$ cat config.mk
export PLATFORM = sky130hd
export DESIGN_NAME = flash_cmd_decoder
export DESIGN_NICKNAME = d
export VERILOG_FILES = /design/src/rtl/flash_cmd_pkg.sv /design/src/rtl/flash_cycle_classify.sv /design/src/rtl/flash_seq_fsm.sv /design/src/rtl/flash_op_issue.sv /design/src/rtl/flash_cmd_decoder.sv
export SDC_FILE = /design/constraint.sdc
export NUM_CORES = 1
export LEC_CHECK = 0
export CAP_MARGIN = 20
export CORE_UTILIZATION = 25
export CTS_CLUSTER_SIZE = 12
export DETAILED_ROUTE_END_ITERATION = 16
export HOLD_SLACK_MARGIN = 0.05
export REMOVE_ABC_BUFFERS = 1
export SYNTH_ARGS = -nofsm -noshare
export SYNTH_HDL_FRONTEND = slang
export SYNTH_SLANG_ARGS = --single-unit
$ cat constraint.sdc
create_clock -name clk -period 7.4 [get_ports clk]
set_input_delay 1.11 -clock clk [delete_from_list [all_inputs] [get_ports clk]]
set_output_delay 1.11 -clock clk [all_outputs]
set_load 0.01 [all_outputs]
$ cat src/rtl/flash_cmd_pkg.sv
// Package: shared types and command constants for the flash command decoder.
// Assumes key addresses fit in KEY_ADDR_W bits and commands sit in the low data byte.
package flash_cmd_pkg;

    localparam int KEY_ADDR_W = 15;
    localparam logic [KEY_ADDR_W-1:0] KEY_ADDR_A = 15'h5555;
    localparam logic [KEY_ADDR_W-1:0] KEY_ADDR_B = 15'h2AAA;

    localparam logic [7:0] CODE_UNLOCK_1 = 8'hAA;
    localparam logic [7:0] CODE_UNLOCK_2 = 8'h55;
    localparam logic [7:0] CODE_PROGRAM  = 8'hA0;
    localparam logic [7:0] CODE_ERASE    = 8'h80;
    localparam logic [7:0] CODE_IDENT    = 8'h90;
    localparam logic [7:0] CODE_QUERY    = 8'h98;
    localparam logic [7:0] CODE_EXIT     = 8'hF0;
    localparam logic [7:0] CODE_SECTOR   = 8'h30;
    localparam logic [7:0] CODE_BLOCK    = 8'h50;
    localparam logic [7:0] CODE_CHIP     = 8'h10;

    typedef enum logic [1:0] {
        OP_PROGRAM      = 2'd0,
        OP_SECTOR_ERASE = 2'd1,
        OP_BLOCK_ERASE  = 2'd2,
        OP_CHIP_ERASE   = 2'd3
    } op_kind_t;

    typedef enum logic [1:0] {
        RD_ARRAY   = 2'd0,
        RD_IDENT   = 2'd1,
        RD_QUERY   = 2'd2,
        RD_UNUSED  = 2'd3
    } rd_mode_t;

    typedef enum logic [2:0] {
        SQ_IDLE   = 3'd0,
        SQ_KEY1   = 3'd1,
        SQ_KEY2   = 3'd2,
        SQ_WORD   = 3'd3,
        SQ_EKEY0  = 3'd4,
        SQ_EKEY1  = 3'd5,
        SQ_EKEY2  = 3'd6
    } seq_state_t;

    // Classification of one write cycle, computed from key address and low byte.
    typedef struct packed {
        logic unlock1;
        logic unlock2;
        logic prog;
        logic erase_setup;
        logic ident;
        logic query;
        logic exit_key;
        logic exit_any;
        logic sector;
        logic block;
        logic chip;
    } cyc_class_t;

endpackage

$ cat src/rtl/flash_cycle_classify.sv
// Module: combinational classifier of a single write cycle.
// Assumes the caller passes only the key-address bits and the low data byte,
// so the upper address and data bits are don't-care by construction of the port.
module flash_cycle_classify
    import flash_cmd_pkg::*;
(
    input  logic [KEY_ADDR_W-1:0] key_addr,
    input  logic [7:0]            code,
    output cyc_class_t            cls
);

    logic at_a;
    logic at_b;

    // Match the two key addresses once and share them.
    always_comb begin
        at_a = (key_addr == KEY_ADDR_A);
        at_b = (key_addr == KEY_ADDR_B);
    end

    // Flag each command pattern the sequencer may need.
    always_comb begin
        cls.unlock1     = at_a && (code == CODE_UNLOCK_1);
        cls.unlock2     = at_b && (code == CODE_UNLOCK_2);
        cls.prog        = at_a && (code == CODE_PROGRAM);
        cls.erase_setup = at_a && (code == CODE_ERASE);
        cls.ident       = at_a && (code == CODE_IDENT);
        cls.query       = at_a && (code == CODE_QUERY);
        cls.exit_key    = at_a && (code == CODE_EXIT);
        cls.exit_any    = (code == CODE_EXIT);
        cls.sector      = (code == CODE_SECTOR);
        cls.block       = (code == CODE_BLOCK);
        cls.chip        = at_a && (code == CODE_CHIP);
    end

endmodule

$ cat src/rtl/flash_seq_fsm.sv
// Module: unlock sequence tracker and read-mode register.
// Assumes 'accept' is already qualified by busy and by the start cycle; a
// cycle that is not accepted leaves state and mode untouched. 'fire' is
// combinational and valid only in the cycle of the final accepted write.
module flash_seq_fsm
    import flash_cmd_pkg::*;
(
    input  logic       clk,
    input  logic       rst_n,
    input  logic       accept,
    input  cyc_class_t cls,
    output logic       fire,
    output op_kind_t   fire_kind,
    output rd_mode_t   read_mode
);

    seq_state_t state_q;
    seq_state_t state_d;
    rd_mode_t   mode_q;
    rd_mode_t   mode_d;
    logic       bad;

    // Next-state decode: advance, complete, exit or abort on an accepted cycle.
    always_comb begin
        state_d   = state_q;
        mode_d    = mode_q;
        fire      = 1'b0;
        fire_kind = OP_PROGRAM;
        bad       = 1'b0;
        if (accept) begin
            state_d = SQ_IDLE;
            unique case (state_q)
                SQ_IDLE: begin
                    if (cls.unlock1)       state_d = SQ_KEY1;
                    else if (cls.exit_any) mode_d  = RD_ARRAY;
                    else                   bad     = 1'b1;
                end
                SQ_KEY1: begin
                    if (cls.unlock2) state_d = SQ_KEY2;
                    else             bad     = 1'b1;
                end
                SQ_KEY2: begin
                    if (cls.prog)             state_d = SQ_WORD;
                    else if (cls.erase_setup) state_d = SQ_EKEY0;
                    else if (cls.ident)       mode_d  = RD_IDENT;
                    else if (cls.query)       mode_d  = RD_QUERY;
                    else if (cls.exit_key)    mode_d  = RD_ARRAY;
                    else                      bad     = 1'b1;
                end
                SQ_WORD: begin
                    fire      = 1'b1;
                    fire_kind = OP_PROGRAM;
                end
                SQ_EKEY0: begin
                    if (cls.unlock1) state_d = SQ_EKEY1;
                    else             bad     = 1'b1;
                end
                SQ_EKEY1: begin
                    if (cls.unlock2) state_d = SQ_EKEY2;
                    else             bad     = 1'b1;
                end
                SQ_EKEY2: begin
                    if (cls.sector) begin
                        fire      = 1'b1;
                        fire_kind = OP_SECTOR_ERASE;
                    end else if (cls.block) begin
                        fire      = 1'b1;
                        fire_kind = OP_BLOCK_ERASE;
                    end else if (cls.chip) begin
                        fire      = 1'b1;
                        fire_kind = OP_CHIP_ERASE;
                    end else begin
                        bad = 1'b1;
                    end
                end
                default: bad = 1'b1;
            endcase
            if (bad) mode_d = RD_ARRAY;
        end
    end

    // State and mode registers with synchronous reset to idle and array read.
    always_ff @(posedge clk) begin
        if (!rst_n) begin
            state_q <= SQ_IDLE;
            mode_q  <= RD_ARRAY;
        end else begin
            state_q <= state_d;
            mode_q  <= mode_d;
        end
    end

    assign read_mode = mode_q;


    mode_legal_chk: assert property (@(posedge clk) disable iff (!rst_n)
        mode_q != RD_UNUSED);


    abort_to_array_chk: assert property (@(posedge clk) disable iff (!rst_n)
        (accept && state_q != SQ_IDLE && state_q != SQ_WORD && !fire
         && $past(1'b1) && state_d == SQ_IDLE && mode_d == mode_q && mode_q != RD_ARRAY)
        |-> (state_q == SQ_KEY2));

endmodule

$ cat src/rtl/flash_op_issue.sv
// Module: registers the start strobe and the operation descriptor.
// Assumes 'fire' comes from the sequencer in the cycle of the final write and
// that the write's address and data are still on wr_addr/wr_data then.
module flash_op_issue
    import flash_cmd_pkg::*;
#(
    parameter int ADDR_W       = 19,
    parameter int DATA_W       = 16,
    parameter int SECTOR_WORDS = 2048,
    parameter int BLOCK_WORDS  = 32768
) (
    input  logic              clk,
    input  logic              rst_n,
    input  logic              fire,
    input  op_kind_t          fire_kind,
    input  logic [ADDR_W-1:0] wr_addr,
    input  logic [DATA_W-1:0] wr_data,
    output logic              op_start,
    output op_kind_t          op_kind,
    output logic [ADDR_W-1:0] op_addr,
    output logic [DATA_W-1:0] op_data
);

    localparam int SECT_LOG2 = $clog2(SECTOR_WORDS);
    localparam int BLK_LOG2  = $clog2(BLOCK_WORDS);
    localparam logic [ADDR_W-1:0] SECT_MASK = {ADDR_W{1'b1}} << SECT_LOG2;
    localparam logic [ADDR_W-1:0] BLK_MASK  = {ADDR_W{1'b1}} << BLK_LOG2;
    localparam logic [DATA_W-1:0] ERASED    = {DATA_W{1'b1}};

    logic [ADDR_W-1:0] tgt_addr;
    logic [DATA_W-1:0] tgt_data;

    // Align the target address and pick the word for the operation kind.
    always_comb begin
        unique case (fire_kind)
            OP_PROGRAM: begin
                tgt_addr = wr_addr;
                tgt_data = wr_data;
            end
            OP_SECTOR_ERASE: begin
                tgt_addr = wr_addr & SECT_MASK;
                tgt_data = ERASED;
            end
            OP_BLOCK_ERASE: begin
                tgt_addr = wr_addr & BLK_MASK;
                tgt_data = ERASED;
            end
            default: begin
                tgt_addr = '0;
                tgt_data = ERASED;
            end
        endcase
    end

    // One-cycle strobe; descriptor held from the last start.
    always_ff @(posedge clk) begin
        if (!rst_n) begin
            op_start <= 1'b0;
            op_kind  <= OP_PROGRAM;
            op_addr  <= '0;
            op_data  <= '0;
        end else begin
            op_start <= fire;
            if (fire) begin
                op_kind <= fire_kind;
                op_addr <= tgt_addr;
                op_data <= tgt_data;
            end
        end
    end


    sector_align_chk: assert property (@(posedge clk) disable iff (!rst_n)
        (op_start && op_kind == OP_SECTOR_ERASE) |-> ((op_addr & ~SECT_MASK) == '0));


    chip_addr_chk: assert property (@(posedge clk) disable iff (!rst_n)
        (op_start && op_kind == OP_CHIP_ERASE) |-> (op_addr == '0));

endmodule

$ cat src/rtl/flash_cmd_decoder.sv
// Module: top of the flash command decoder.
// Classifies each write cycle, tracks unlock sequences, selects the read mode
// and issues start strobes. Assumes writes arrive as one-cycle pulses and that
// 'busy' is high for the whole of an internal operation after its start.
module flash_cmd_decoder
    import flash_cmd_pkg::*;
#(
    parameter int ADDR_W       = 19,
    parameter int DATA_W       = 16,
    parameter int SECTOR_WORDS = 2048,
    parameter int BLOCK_WORDS  = 32768
) (
    input  logic              clk,
    input  logic              rst_n,
    input  logic              wr_valid,
    input  logic [ADDR_W-1:0] wr_addr,
    input  logic [DATA_W-1:0] wr_data,
    input  logic              busy,
    output logic              op_start,
    output logic [1:0]        op_kind,
    output logic [ADDR_W-1:0] op_addr,
    output logic [DATA_W-1:0] op_data,
    output logic [1:0]        read_mode
);

    cyc_class_t cls;
    logic       accept;
    logic       fire;
    op_kind_t   fire_kind;
    op_kind_t   kind_q;
    rd_mode_t   mode_q;

    // Drop writes while the timer runs and in the cycle a start is issued.
    always_comb accept = wr_valid && !busy && !op_start;

    flash_cycle_classify u_classify (
        .key_addr (wr_addr[KEY_ADDR_W-1:0]),
        .code     (wr_data[7:0]),
        .cls      (cls)
    );

    flash_seq_fsm u_seq (
        .clk       (clk),
        .rst_n     (rst_n),
        .accept    (accept),
        .cls       (cls),
        .fire      (fire),
        .fire_kind (fire_kind),
        .read_mode (mode_q)
    );

    flash_op_issue #(
        .ADDR_W       (ADDR_W),
        .DATA_W       (DATA_W),
        .SECTOR_WORDS (SECTOR_WORDS),
        .BLOCK_WORDS  (BLOCK_WORDS)
    ) u_issue (
        .clk       (clk),
        .rst_n     (rst_n),
        .fire      (fire),
        .fire_kind (fire_kind),
        .wr_addr   (wr_addr),
        .wr_data   (wr_data),
        .op_start  (op_start),
        .op_kind   (kind_q),
        .op_addr   (op_addr),
        .op_data   (op_data)
    );

    // Present enum state as plain vectors at the boundary.
    always_comb begin
        op_kind   = kind_q;
        read_mode = mode_q;
    end


    reset_state_chk: assert property (@(posedge clk)
        !rst_n |=> (read_mode == 2'd0 && !op_start));


    start_gap_chk: assert property (@(posedge clk) disable iff (!rst_n)
        op_start |=> !op_start);


    busy_drop_chk: assert property (@(posedge clk) disable iff (!rst_n)
        (busy && wr_valid) |=> (!op_start && $stable(read_mode)));


    start_cause_chk: assert property (@(posedge clk) disable iff (!rst_n)
        op_start |-> $past(wr_valid && !busy));

endmodule

Yosys cells after proc, flatten, opt, wreduce, memory -nomap -nowiden
Index checks and enable logic that the tools add are counted.
{"block": "totals", "register_bits": 43, "inputBits": 39, "out_inout_bits": 40, "wordCells": 90}
{"block": "op_classes", "eq_ne": 25, "n_mux": 42, "reduce_logical": 17}
{"cell": "$pmux W19 S3", "count": 1}
{"cell": "$eq A8 B8 Y1 const B", "count": 6}
{"cell": "$mux W2", "count": 14}
{"cell": "$mux W1", "count": 18}
{"cell": "$eq A8 B7 Y1 const B", "count": 2}
{"cell": "$mux W16", "count": 1}
{"cell": "$eq A15 B14 Y1 const B", "count": 1}
{"cell": "$eq A15 B15 Y1 const B", "count": 1}
{"cell": "$pmux W3 S5", "count": 1}
{"cell": "$mux W3", "count": 4}
{"cell": "$ne A3 B2 Y1 const B", "count": 4}
{"cell": "$logic_and A1 B1 Y1", "count": 10}
{"cell": "$eq A3 B3 Y1 const B", "count": 3}
{"cell": "$eq A8 B5 Y1 const B", "count": 1}
{"cell": "$eq A8 B6 Y1 const B", "count": 1}
{"cell": "$reduce_and A7 Y1", "count": 1}
{"cell": "$eq A3 B2 Y1 const B", "count": 2}
{"cell": "$pmux W1 S6", "count": 1}
{"cell": "$ne A5 B4 Y1 const B", "count": 1}
{"cell": "$pmux W2 S2", "count": 1}
{"cell": "$eq A3 B1 Y1 const B", "count": 1}
{"cell": "$logic_not A3 Y1", "count": 1}
{"cell": "$reduce_bool A3 Y1", "count": 1}
{"cell": "$eq A2 B1 Y1 const B", "count": 1}
{"cell": "5 further kinds", "count": 6}

Logic depth before layout (Yosys ltp)
Gate-level depths: netlist of the first run.
{"block": "depth", "word_depth": 11, "mapped_depth": 9, "depth_no_buf": 6}

Modules after synthesis
Synthesis of the first run repeated with hierarchy kept, for this count alone.
{"block": "hier_totals", "cells_unflattened": 265, "area_unflattened_um2": 2257.2}
{"module": "flash_op_issue", "n_inst": 1, "cells_each": 166, "area_each_um2": 1510.2, "seq_area_each_um2": 760.7}
{"module": "flash_seq_fsm", "n_inst": 1, "cells_each": 57, "area_each_um2": 410.4, "seq_area_each_um2": 100.1}
{"module": "flash_cycle_classify", "n_inst": 1, "cells_each": 41, "area_each_um2": 324.1, "seq_area_each_um2": 0.0}
{"module": "flash_cmd_decoder", "n_inst": 1, "cells_each": 1, "area_each_um2": 12.5, "seq_area_each_um2": 0.0}

Worst setup path after synthesis of the first run
No wires, ideal clock.
{"block": "synth_path", "path_kind": "input port to flip-flop", "from": "in busy", "to": "reg u_issue.op_data[0]", "setup_ns": 0.116, "arrival_ns": 3.101, "t_required_ns": 7.284, "setup_slack_ns": 4.183, "cell_stages": 7, "n_path_buf": 1, "cell_sequence": "or3b_1 > clkbuf_1 > or4_4 > a2111oi_4 > a31oi_2 > or3_1 > o211a_1"}
{"block": "synth_between", "elab_chain_cells": 6, "word_cells_on_any_way": 7, "classes_between": "3 x mux; 4 x reduce/logical"}
{"element": "start: declaration", "line": "flash_cmd_decoder.sv:18", "rtl": "input logic busy,"}
{"element": "$logic_not A1 Y1 (*)", "line": "flash_cmd_decoder.sv:34", "rtl": "always_comb accept = wr_valid && !busy && !op_start;"}
{"element": "$logic_and A1 B1 Y1 (*) (2 in a row)", "line": "flash_cmd_decoder.sv:34"}
{"element": "$mux W2", "line": "flash_seq_fsm.sv:30", "rtl": "if (accept) begin"}
{"element": "$logic_not A2 Y1", "line": "flash_op_issue.sv:35", "rtl": "unique case (fire_kind)"}
{"element": "$mux W16", "line": "flash_op_issue.sv:35"}
{"element": "end signal: assignment", "line": "flash_op_issue.sv:67", "rtl": "op_data <= tgt_data;"}
{"element": "end: declaration", "line": "flash_op_issue.sv:21", "rtl": "output logic [DATA_W-1:0] op_data"}
Mark *: on every way between the ends. The rest lies on a longest branch, timed or not.
A chain may end at the register's enable or synchronous reset.

Final worst setup path of the first run
{"block": "layout_path", "from": "in wr_addr[2]", "to": "reg u_issue.op_data[7]"}
{"block": "layout_between", "elab_chain_cells": 9, "word_cells_on_any_way": 14, "classes_between": "1 x eq/ne; 11 x mux; 2 x reduce/logical"}
{"element": "start: declaration", "line": "flash_cmd_decoder.sv:16", "rtl": "input logic [ADDR_W-1:0] wr_addr,"}
{"element": "$eq A15 B15 Y1 (*)", "line": "flash_cycle_classify.sv:17", "rtl": "at_a = (key_addr == KEY_ADDR_A);"}
{"element": "$logic_and A1 B1 Y1 (*)", "line": "flash_cycle_classify.sv:33", "rtl": "cls.chip = at_a && (code == CODE_CHIP);"}
{"element": "$mux W2", "line": "flash_seq_fsm.sv:69", "rtl": "end else if (cls.chip) begin"}
{"element": "$mux W2", "line": "flash_seq_fsm.sv:66", "rtl": "end else if (cls.block) begin"}
{"element": "$mux W2", "line": "flash_seq_fsm.sv:63", "rtl": "if (cls.sector) begin"}
{"element": "$mux W2", "line": "flash_seq_fsm.sv:32", "rtl": "unique case (state_q)"}
{"element": "$mux W2", "line": "flash_seq_fsm.sv:30"}
{"element": "$logic_not A2 Y1", "line": "flash_op_issue.sv:35"}
{"element": "$mux W16", "line": "flash_op_issue.sv:35"}
Marked as above.

==> out/qor.tcl, run 1 <==
set qor(status) {completed}
set qor(final-setup-viol-count) 0
set qor(first_iter_violations) 125
set qor(fin_crit_sh_pct) 52.44
set qor(avgSynthCellArea_um2) 8.547
set qor(max_freq_mhz) 257.7
set qor(leakagePower_uw) 0.001040
set qor(cp_slowest_cell) {sky130_fd_sc_hd__clkdlybuf4s50_1}
set qor(worst-r2r-cell-count) 7
set qor(hold-worst-slack_ps) 451.7
set qor(design.core.area_um2) 8341
set qor(netlist_instances) 255
set qor(detail-route-antenna-nets) 0
set qor(route.detailed.drc) 0
set qor(crit_chain) {clkdlybuf4s50_1, nor4bb_1, nand4_1, a2111oi_4, buf_4, a31oi_4, or3_1, o211a_1}
set qor(reg2reg_from) {u_issue.op_start}
set qor(pwr_total_uw) 497.1
set qor(antenna_cells_inserted) 0
set qor(detailedRoute.firstPassIterationCount) 4
set qor(leading_cell_type_in_the_layout_fill_and_taps_excluded) {sky130_fd_sc_hd__clkdlybuf4s50_1}
set qor(layout-drive-gt1-share_pct) 5.231
set qor(grt_setup_unrepaired) {no}
set qor(syn_area_um2) 2180
set qor(critical_path.max_stage_delay_ps) 520
set qor(grt.total_usage_pct) 15.18
set qor(initial_core_util_pct) 26.13
set qor(grt_start_max_net_pins) 46
set qor(ctsLongestPathBuffers) 2
set qor(insertion_delay_ps) 300
set qor(die_height_um) 95.37
set qor(cts_htree_levels) 2
set qor(cp.arrival_ps) 4080
set qor(grt_overflow) 0
set qor(clock_pin_slew_on_the_worst_setup_and_hold_paths_ps) 90
set qor(drt-vias-per-instance) 4.935
set qor(holdPathEnd) {u_issue.op_addr[2]}
set qor(crit_type) {in -> reg}
set qor(number_of_buffer_and_inverter_stages_on_the_critical_path) 2
set qor(final.min_clock_period_ps) 3880
set qor(holdCritStartpoint) {u_issue.op_addr[2]}
set qor(crit_path_start) {wr_addr[2]}
set qor(cp-end-kind) {flop}
set qor(cts_tree) {yes}
set qor(worst_pin_slew_ps) 959.7
set qor(layout.nets) 363
set qor(share_of_the_core_filled_with_cells_in_the_final_layout_pct) 38.10
set qor(final_cell_count_no_fill) 430
set qor(hold_path.class) {reg -> reg}
set qor(cts_sinks) 43
set qor(num_rows) 33
set qor(portBuffers) 78
set qor(number_of_antenna_violations_at_the_first_check_in_global_routing) 0
set qor(design.portCount) 79
set qor(finalSetupTns_ps) 0
set qor(cts_made_buffers) 5
set qor(min_delay_path_depth) 2
set qor(number_of_warnings_reported_in_the_yosys_synthesis_log) 0
set qor(ys_ff_latch) 43
set qor(netlist-cell-type-count) 43
set qor(final-hold-violation-count) 0
set qor(synth-edff-count) 0
set qor(maxSlewHeadroom_pct) 36.02
set qor(cap_violations) 0
set qor(avgRoutedWirePerCell_um) 15.06
set qor(setup.reg_to_reg.worst_slack_ps) 4530
set qor(startpoint_class) {primary input}
set qor(post_cts.repair.setup_buffers) 0
set qor(totalWireLength_mm) 6.477
set qor(crit_path_max_fanout) 37
set qor(place_hpwl_mm) 4.624
set qor(die_area_um2) 9095
set qor(slew_violations) 0
set qor(cts_hold_buf) 0
set qor(finClkSkew_ps) 8.825
set qor(mostFrequentLayoutCells) {78 x sky130_fd_sc_hd__clkdlybuf4s50_1, 43 x sky130_fd_sc_hd__dfxtp_1, 36 x sky130_fd_sc_hd__nand2_1, 19 x sky130_fd_sc_hd__nor2_1, 16 x sky130_fd_sc_hd__a21boi_1}
set qor(fraction_of_registers_with_async_set_reset_pct) 0
set qor(cts_resized) 0
set qor(place_congestion) 0.8954
set qor(grt_first_pass_wirelength_mm) 10.76
set qor(critical_path.top_delay_family) {simple AND/OR/NAND/NOR gates}
set qor(syn2layout_area_growth_pct) 45.81
set qor(timing.critical_path.required_ps) 7600
set qor(post-place-cells) 422
set qor(synth_ff_type) {sky130_fd_sc_hd__dfxtp_1}
set qor(rr_endpoint) {u_issue.op_data[7]}
set qor(route.vias.total) 2122
set qor(clk_root_buffer_cell) {sky130_fd_sc_hd__clkbuf_8}
set qor(vdd.ir_drop.worst_v) 0.00007402
set qor(power_density_over_the_cells_nw_per_um2) 156.4
set qor(floorplan.die.width_um) 95.37
set qor(synth_sequential_area_ratio_pct) 39.49
set qor(grt_pass1_vias) 2190
-- worst max-delay path by stage --
| stage | end | cells after the start |
|---|---|---|
| 4_1_cts | u_issue.op_data[1] | 8 |
| 2_1_floorplan | u_issue.op_data[5] | 6 |
| 5_1_grt | u_issue.op_data[7] | 8 |
| 6_report | u_issue.op_data[7] | 8 |
| 3_3_place_gp | u_issue.op_data[6] | 7 |
| 3_5_place_dp | u_issue.op_data[1] | 8 |
-- where the power goes --
part	internal, uW	leakage (uW)	switching, uW
Sequential	231	0.000346	0.783
Clock	135	0.0000654	86.0
Combinational	25.4	0.000628	18.5
Total	392	0.00104	105
-- Yosys cell counts (2+ instances only) --
cell type | instances | area share [%]
sky130_fd_sc_hd__and2_1 | 2 | 0.57
sky130_fd_sc_hd__mux2i_1 | 2 | 0.92
sky130_fd_sc_hd__nor2_1 | 19 | 3.3
sky130_fd_sc_hd__o211ai_1 | 2 | 0.69
sky130_fd_sc_hd__a21boi_1 | 16 | 5.5
sky130_fd_sc_hd__nor3_1 | 10 | 2.3
sky130_fd_sc_hd__nor2b_1 | 2 | 0.57
sky130_fd_sc_hd__a21boi_0 | 10 | 3.4
sky130_fd_sc_hd__o21ai_0 | 6 | 1.4
sky130_fd_sc_hd__nand3_1 | 13 | 3.0
sky130_fd_sc_hd__nand3b_1 | 13 | 4.5
sky130_fd_sc_hd__nand2_1 | 36 | 6.2
sky130_fd_sc_hd__buf_6 | 4 | 2.1
sky130_fd_sc_hd__clkbuf_1 | 15 | 2.6
sky130_fd_sc_hd__dfxtp_1 | 43 | 39
sky130_fd_sc_hd__or3_1 | 8 | 2.3
sky130_fd_sc_hd__nand4_1 | 5 | 1.4
sky130_fd_sc_hd__nor3b_2 | 2 | 1.1
sky130_fd_sc_hd__inv_1 | 2 | 0.34
sky130_fd_sc_hd__nor4bb_1 | 4 | 1.8
sky130_fd_sc_hd__nor4_1 | 5 | 1.4
sky130_fd_sc_hd__nand4b_1 | 2 | 0.80
sky130_fd_sc_hd__o211a_1 | 5 | 2.3
sky130_fd_sc_hd__nor3b_1 | 10 | 3.4
-- area by class of cell --
| class | instances | area (um^2) |
|---|---|---|
| Fill cell | 867 | 5162 |
| Sequential cell | 43 | 860.8 |
| Tap cell | 105 | 131.4 |
| Multi-Input combinational cell | 190 | 1215 |
| Clock buffer | 6 | 72.57 |
| Timing Repair Buffer | 82 | 830.8 |
| Clock inverter | 2 | 60.06 |
| Inverter | 2 | 7.507 |
-- registers in the layout (all words and copies together) (netlist names) --
| register | count |
|---|---|
| u_issue.op_addr | 19 |
| u_seq.state_q | 3 |
| u_seq.read_mode | 2 |
| u_issue.op_data | 16 |
| u_issue.op_kind | 2 |
| u_issue.op_start | 1 |
-- worst register-to-register path, cell delays in order, from the launching register on --
cell and delay (ps):
sky130_fd_sc_hd__dfxtp_1 330, sky130_fd_sc_hd__or3b_1 460, sky130_fd_sc_hd__or4_4 490, sky130_fd_sc_hd__a2111oi_4 310
sky130_fd_sc_hd__buf_4 340, sky130_fd_sc_hd__a31oi_4 210, sky130_fd_sc_hd__or3_1 480, sky130_fd_sc_hd__o211a_1 130
-- logic make-up after synthesis --
group / Yosys count / share of synthesized area [%]
multiplexers: 2 / 0.9185
AO/OA/AOI/OAI: 49 / 18.26
AND/OR/NAND/NOR: 139 / 36.17
buffers and inverters: 22 / 5.166
flip-flops: 43 / 39.50
-- metrics by stage --
stage	setup WS, ps	instance area, um^2
after floorplan	3484	2074
after global placement	2968	3018
after detailed placement	3183	3045
after CTS	3496	3178
after global routing	3129	3178
final	3520	3178
-- metal layers --
layer  global-route usage [%]  share of wire, %  up-vias
met1                    19.57                45      985
met3                    3.190               5.0       15
met4                    5.473               2.2        0
met2                    24.88                48       61
met5                        0                 0        -
li1                         -                 -     1061
Note: power is estimated with default switching activity, not from simulation.
==> run 2, diff against run 1 <==
- clock period: 7.4 -> 3.7 ns (I/O delays scaled with it)
==> run 2 against run 1 <==
  * Worst hold slack improved by 1.0 ps
  * Non-clock buffer count increased by 5
  * Setup slack got worse by 2800 ps
  * Clock power increased by 98%
  * Via count increased by 1.3%
  * Cell count increased by 1.2%
  * Sequential cell count unchanged
  * Register-to-register slack got worse by 3400 ps
  * Cell area increased by 0.55%
  * Sequential power increased by 100%
  * Die area unchanged
  * Critical endpoint is now u_issue.op_data[11]
==> out/qor.tcl, run 2 (synthesis results as in run 1) <==
set qor(status) {completed}
set qor(detail-route-antenna-nets) 0 ;# unchanged
set qor(maxSlewHeadroom_pct) 56.10 ;# +20 points
set qor(p_sw_share_pct) 20.85 ;# -0.31 points
set qor(holdCritStartpoint) {u_issue.op_addr[0]}
set qor(internal-power_uw) 784.0 ;# +100%
set qor(num_rows) 33 ;# unchanged
set qor(post-place-cells) 427 ;# +1.2%
set qor(layout-drive-gt1-share_pct) 6.667 ;# +1.4 points
set qor(post_cts.repair.setup_buffers) 0 ;# unchanged
set qor(place_congestion) 0.8322 ;# -7.1%
set qor(finalSetupTns_ps) 0 ;# unchanged
set qor(design.portCount) 79 ;# unchanged
set qor(first_iter_violations) 82 ;# -34%
set qor(insertion_delay_ps) 300 ;# about the same
set qor(share_of_the_core_filled_with_cells_in_the_final_layout_pct) 38.31 ;# +0.21 points
set qor(worst_pin_slew_ps) 649.3 ;# -310.4 ps
set qor(crit_type) {in -> reg}
set qor(syn2layout_area_growth_pct) 46.61
set qor(antenna_cells_inserted) 0 ;# unchanged
set qor(leakagePower_uw) 0.001059 ;# +1.8%
set qor(cts_made_buffers) 5 ;# unchanged
set qor(mostFrequentLayoutCells) {78 x sky130_fd_sc_hd__clkdlybuf4s50_1, 43 x sky130_fd_sc_hd__dfxtp_1, 36 x sky130_fd_sc_hd__nand2_1, 19 x sky130_fd_sc_hd__nor2_1, 16 x sky130_fd_sc_hd__a21boi_1}
set qor(ctsLongestPathBuffers) 2 ;# unchanged
set qor(portBuffers) 78 ;# unchanged
set qor(switchingPower_uw) 206.6 ;# +96%
set qor(drt-vias-per-instance) 4.940 ;# +0.11%
set qor(design.core.area_um2) 8341 ;# unchanged
set qor(fin_ws_ps) 755.4 ;# -2764 ps
set qor(rr_endpoint) {u_issue.op_data[11]}
set qor(grt.total_usage_pct) 14.41 ;# -0.77 points
set qor(die_area_um2) 9095 ;# unchanged
set qor(top_regs) {u_issue.op_addr: 19 flops, u_issue.op_data: 16 flops, u_seq.state_q: 3 flops}
set qor(cts_resized) 0 ;# unchanged
set qor(max_freq_mhz) 339.6
set qor(vdd.ir_drop.worst_v) 0.0001180 ;# +59%
set qor(cts_hold_buf) 0 ;# unchanged
set qor(worst-r2r-cell-count) 7 ;# unchanged
set qor(initial_core_util_pct) 26.13 ;# unchanged
set qor(finClkSkew_ps) 9.175 ;# +0.3501 ps
set qor(clk_root_buffer_cell) {sky130_fd_sc_hd__clkbuf_8}
set qor(final.min_clock_period_ps) 2945
set qor(cp.arrival_ps) 3170 ;# -910 ps
set qor(avgRoutedWirePerCell_um) 14.61 ;# -3.0%
set qor(setup.reg_to_reg.worst_slack_ps) 1120 ;# -3410 ps
set qor(final_cell_count_no_fill) 435 ;# +1.2%
set qor(startpoint_class) {primary input}
set qor(grt_start_max_net_pins) 28 ;# -39%
set qor(totalWireLength_mm) 6.357 ;# -1.9%
set qor(detailedRoute.firstPassIterationCount) 4 ;# unchanged
set qor(dp_worst_setup_slack_ps) 426.6 ;# -2757 ps
set qor(clock_pin_slew_on_the_worst_setup_and_hold_paths_ps) 80 ;# about the same
set qor(cts_sinks) 43 ;# unchanged
set qor(timing.critical_path.required_ps) 3920 ;# -3680 ps
set qor(grt_pass1_vias) 1988 ;# -9.2%
set qor(floorplan.die.width_um) 95.37 ;# unchanged
set qor(final-setup-viol-count) 0 ;# unchanged
set qor(clkPwrFrac_pct) 44.3 ;# -0.2 points
set qor(leading_cell_type_in_the_layout_fill_and_taps_excluded) {sky130_fd_sc_hd__clkdlybuf4s50_1}
set qor(largest_reg_flops) 19 ;# unchanged
set qor(final-hold-violation-count) 0 ;# unchanged
set qor(reg2reg_from) {u_seq.state_q[1]}
set qor(cts_tree) {yes}
set qor(holdPathEnd) {u_issue.op_addr[0]}
set qor(cp-end-kind) {flop}
set qor(crit_path_max_fanout) 27 ;# -27%
set qor(power_density_over_the_cells_nw_per_um2) 310.0 ;# +98%
set qor(hold_path.class) {reg -> reg}
set qor(registers.top_by_ff_count) {u_issue.op_addr}
set qor(cts_htree_levels) 2 ;# unchanged
set qor(route.detailed.drc) 0 ;# unchanged
set qor(slew_violations) 0 ;# unchanged
set qor(fin_crit_sh_pct) 79.58
set qor(die_height_um) 95.37 ;# unchanged
set qor(share_seq_of_total_power_pct) 46.9 ;# +0.2 points
set qor(grt_first_pass_wirelength_mm) 10.09 ;# -6.2%
set qor(place_hpwl_mm) 4.674 ;# +1.1%
set qor(cap_violations) 0 ;# unchanged
set qor(min_delay_path_depth) 2 ;# unchanged
set qor(number_of_antenna_violations_at_the_first_check_in_global_routing) 0 ;# unchanged
set qor(route.vias.total) 2149 ;# +1.3%
set qor(combPwrFrac_pct) 8.9 ;# about the same
set qor(layout.nets) 368 ;# +1.4%
set qor(grt_setup_unrepaired) {no}
set qor(grt_overflow) 0 ;# unchanged
-- run 2: cell types whose count changed in the layout (fill, tap and decap cells not counted) --
cell | before | now
sky130_fd_sc_hd__buf_16 | 1 | 0
sky130_fd_sc_hd__buf_4 | 3 | 9
-- run 2: how the worst max path moves through the flow --
stage	start	to	slack (ps)	cells after the start
5_1_grt	wr_valid	u_issue.op_addr[16]	560	8
3_5_place_dp	wr_valid	u_issue.op_data[11]	430	8
6_report	wr_valid	u_issue.op_data[11]	760	8
4_1_cts	wr_valid	u_issue.op_data[11]	750	8
3_3_place_gp	wr_valid	u_issue.op_addr[11]	510	8
2_1_floorplan	busy	u_issue.op_data[5]	340	6
-- run 2: power groups by stage --
stage          logic (uW)  registers [uW]  clock network (uW)
2_1_floorplan        22.0             475                   0
3_3_place_gp         88.1             475                   0
3_5_place_dp         88.0             475                   0
4_1_cts              88.4             464                 452
5_1_grt              94.5             465                 476
6_report             87.9             464                 438
-- run 2: layout make-up --
type / count / area, um^2
sequential: 43 / 860.8
inverter: 2 / 7.507
multi-input combinational: 190 / 1215
clock buffer: 6 / 72.57
fill: 874 / 5145
timing repair buffer: 87 / 848.3
tap: 105 / 131.4
clock inverter: 2 / 60.06
-- run 2: stage by stage --
stage / power [uW] / hold slack (ps) / area [um^2]
4_1_cts: 1005 / 460.3 / 3196
6_report: 990.6 / 452.7 / 3196
3_5_place_dp: 563.2 / 448.6 / 3063
3_3_place_gp: 563.5 / 438.7 / 3063
5_1_grt: 1035 / 469.3 / 3196
2_1_floorplan: 496.7 / 474.9 / 2074
-- run 2: layer usage --
metal  GRT usage [%]  vias up  routed length, um
li1                -     1075                  -
met1           19.08     1002               2922
met2           22.80       66               3011
met3           3.907        6                365
met4           4.229        0                 58
met5               0        -                  0
-- run 2: worst max-delay path, stage by stage --
cell,delay (ps)
sky130_fd_sc_hd__clkdlybuf4s50_1,460
sky130_fd_sc_hd__or3b_1,450
sky130_fd_sc_hd__or4_4,490
sky130_fd_sc_hd__a2111oi_4,440
sky130_fd_sc_hd__a31o_1,190
sky130_fd_sc_hd__buf_4,300
sky130_fd_sc_hd__nor2_1,70
sky130_fd_sc_hd__nor3b_1,210
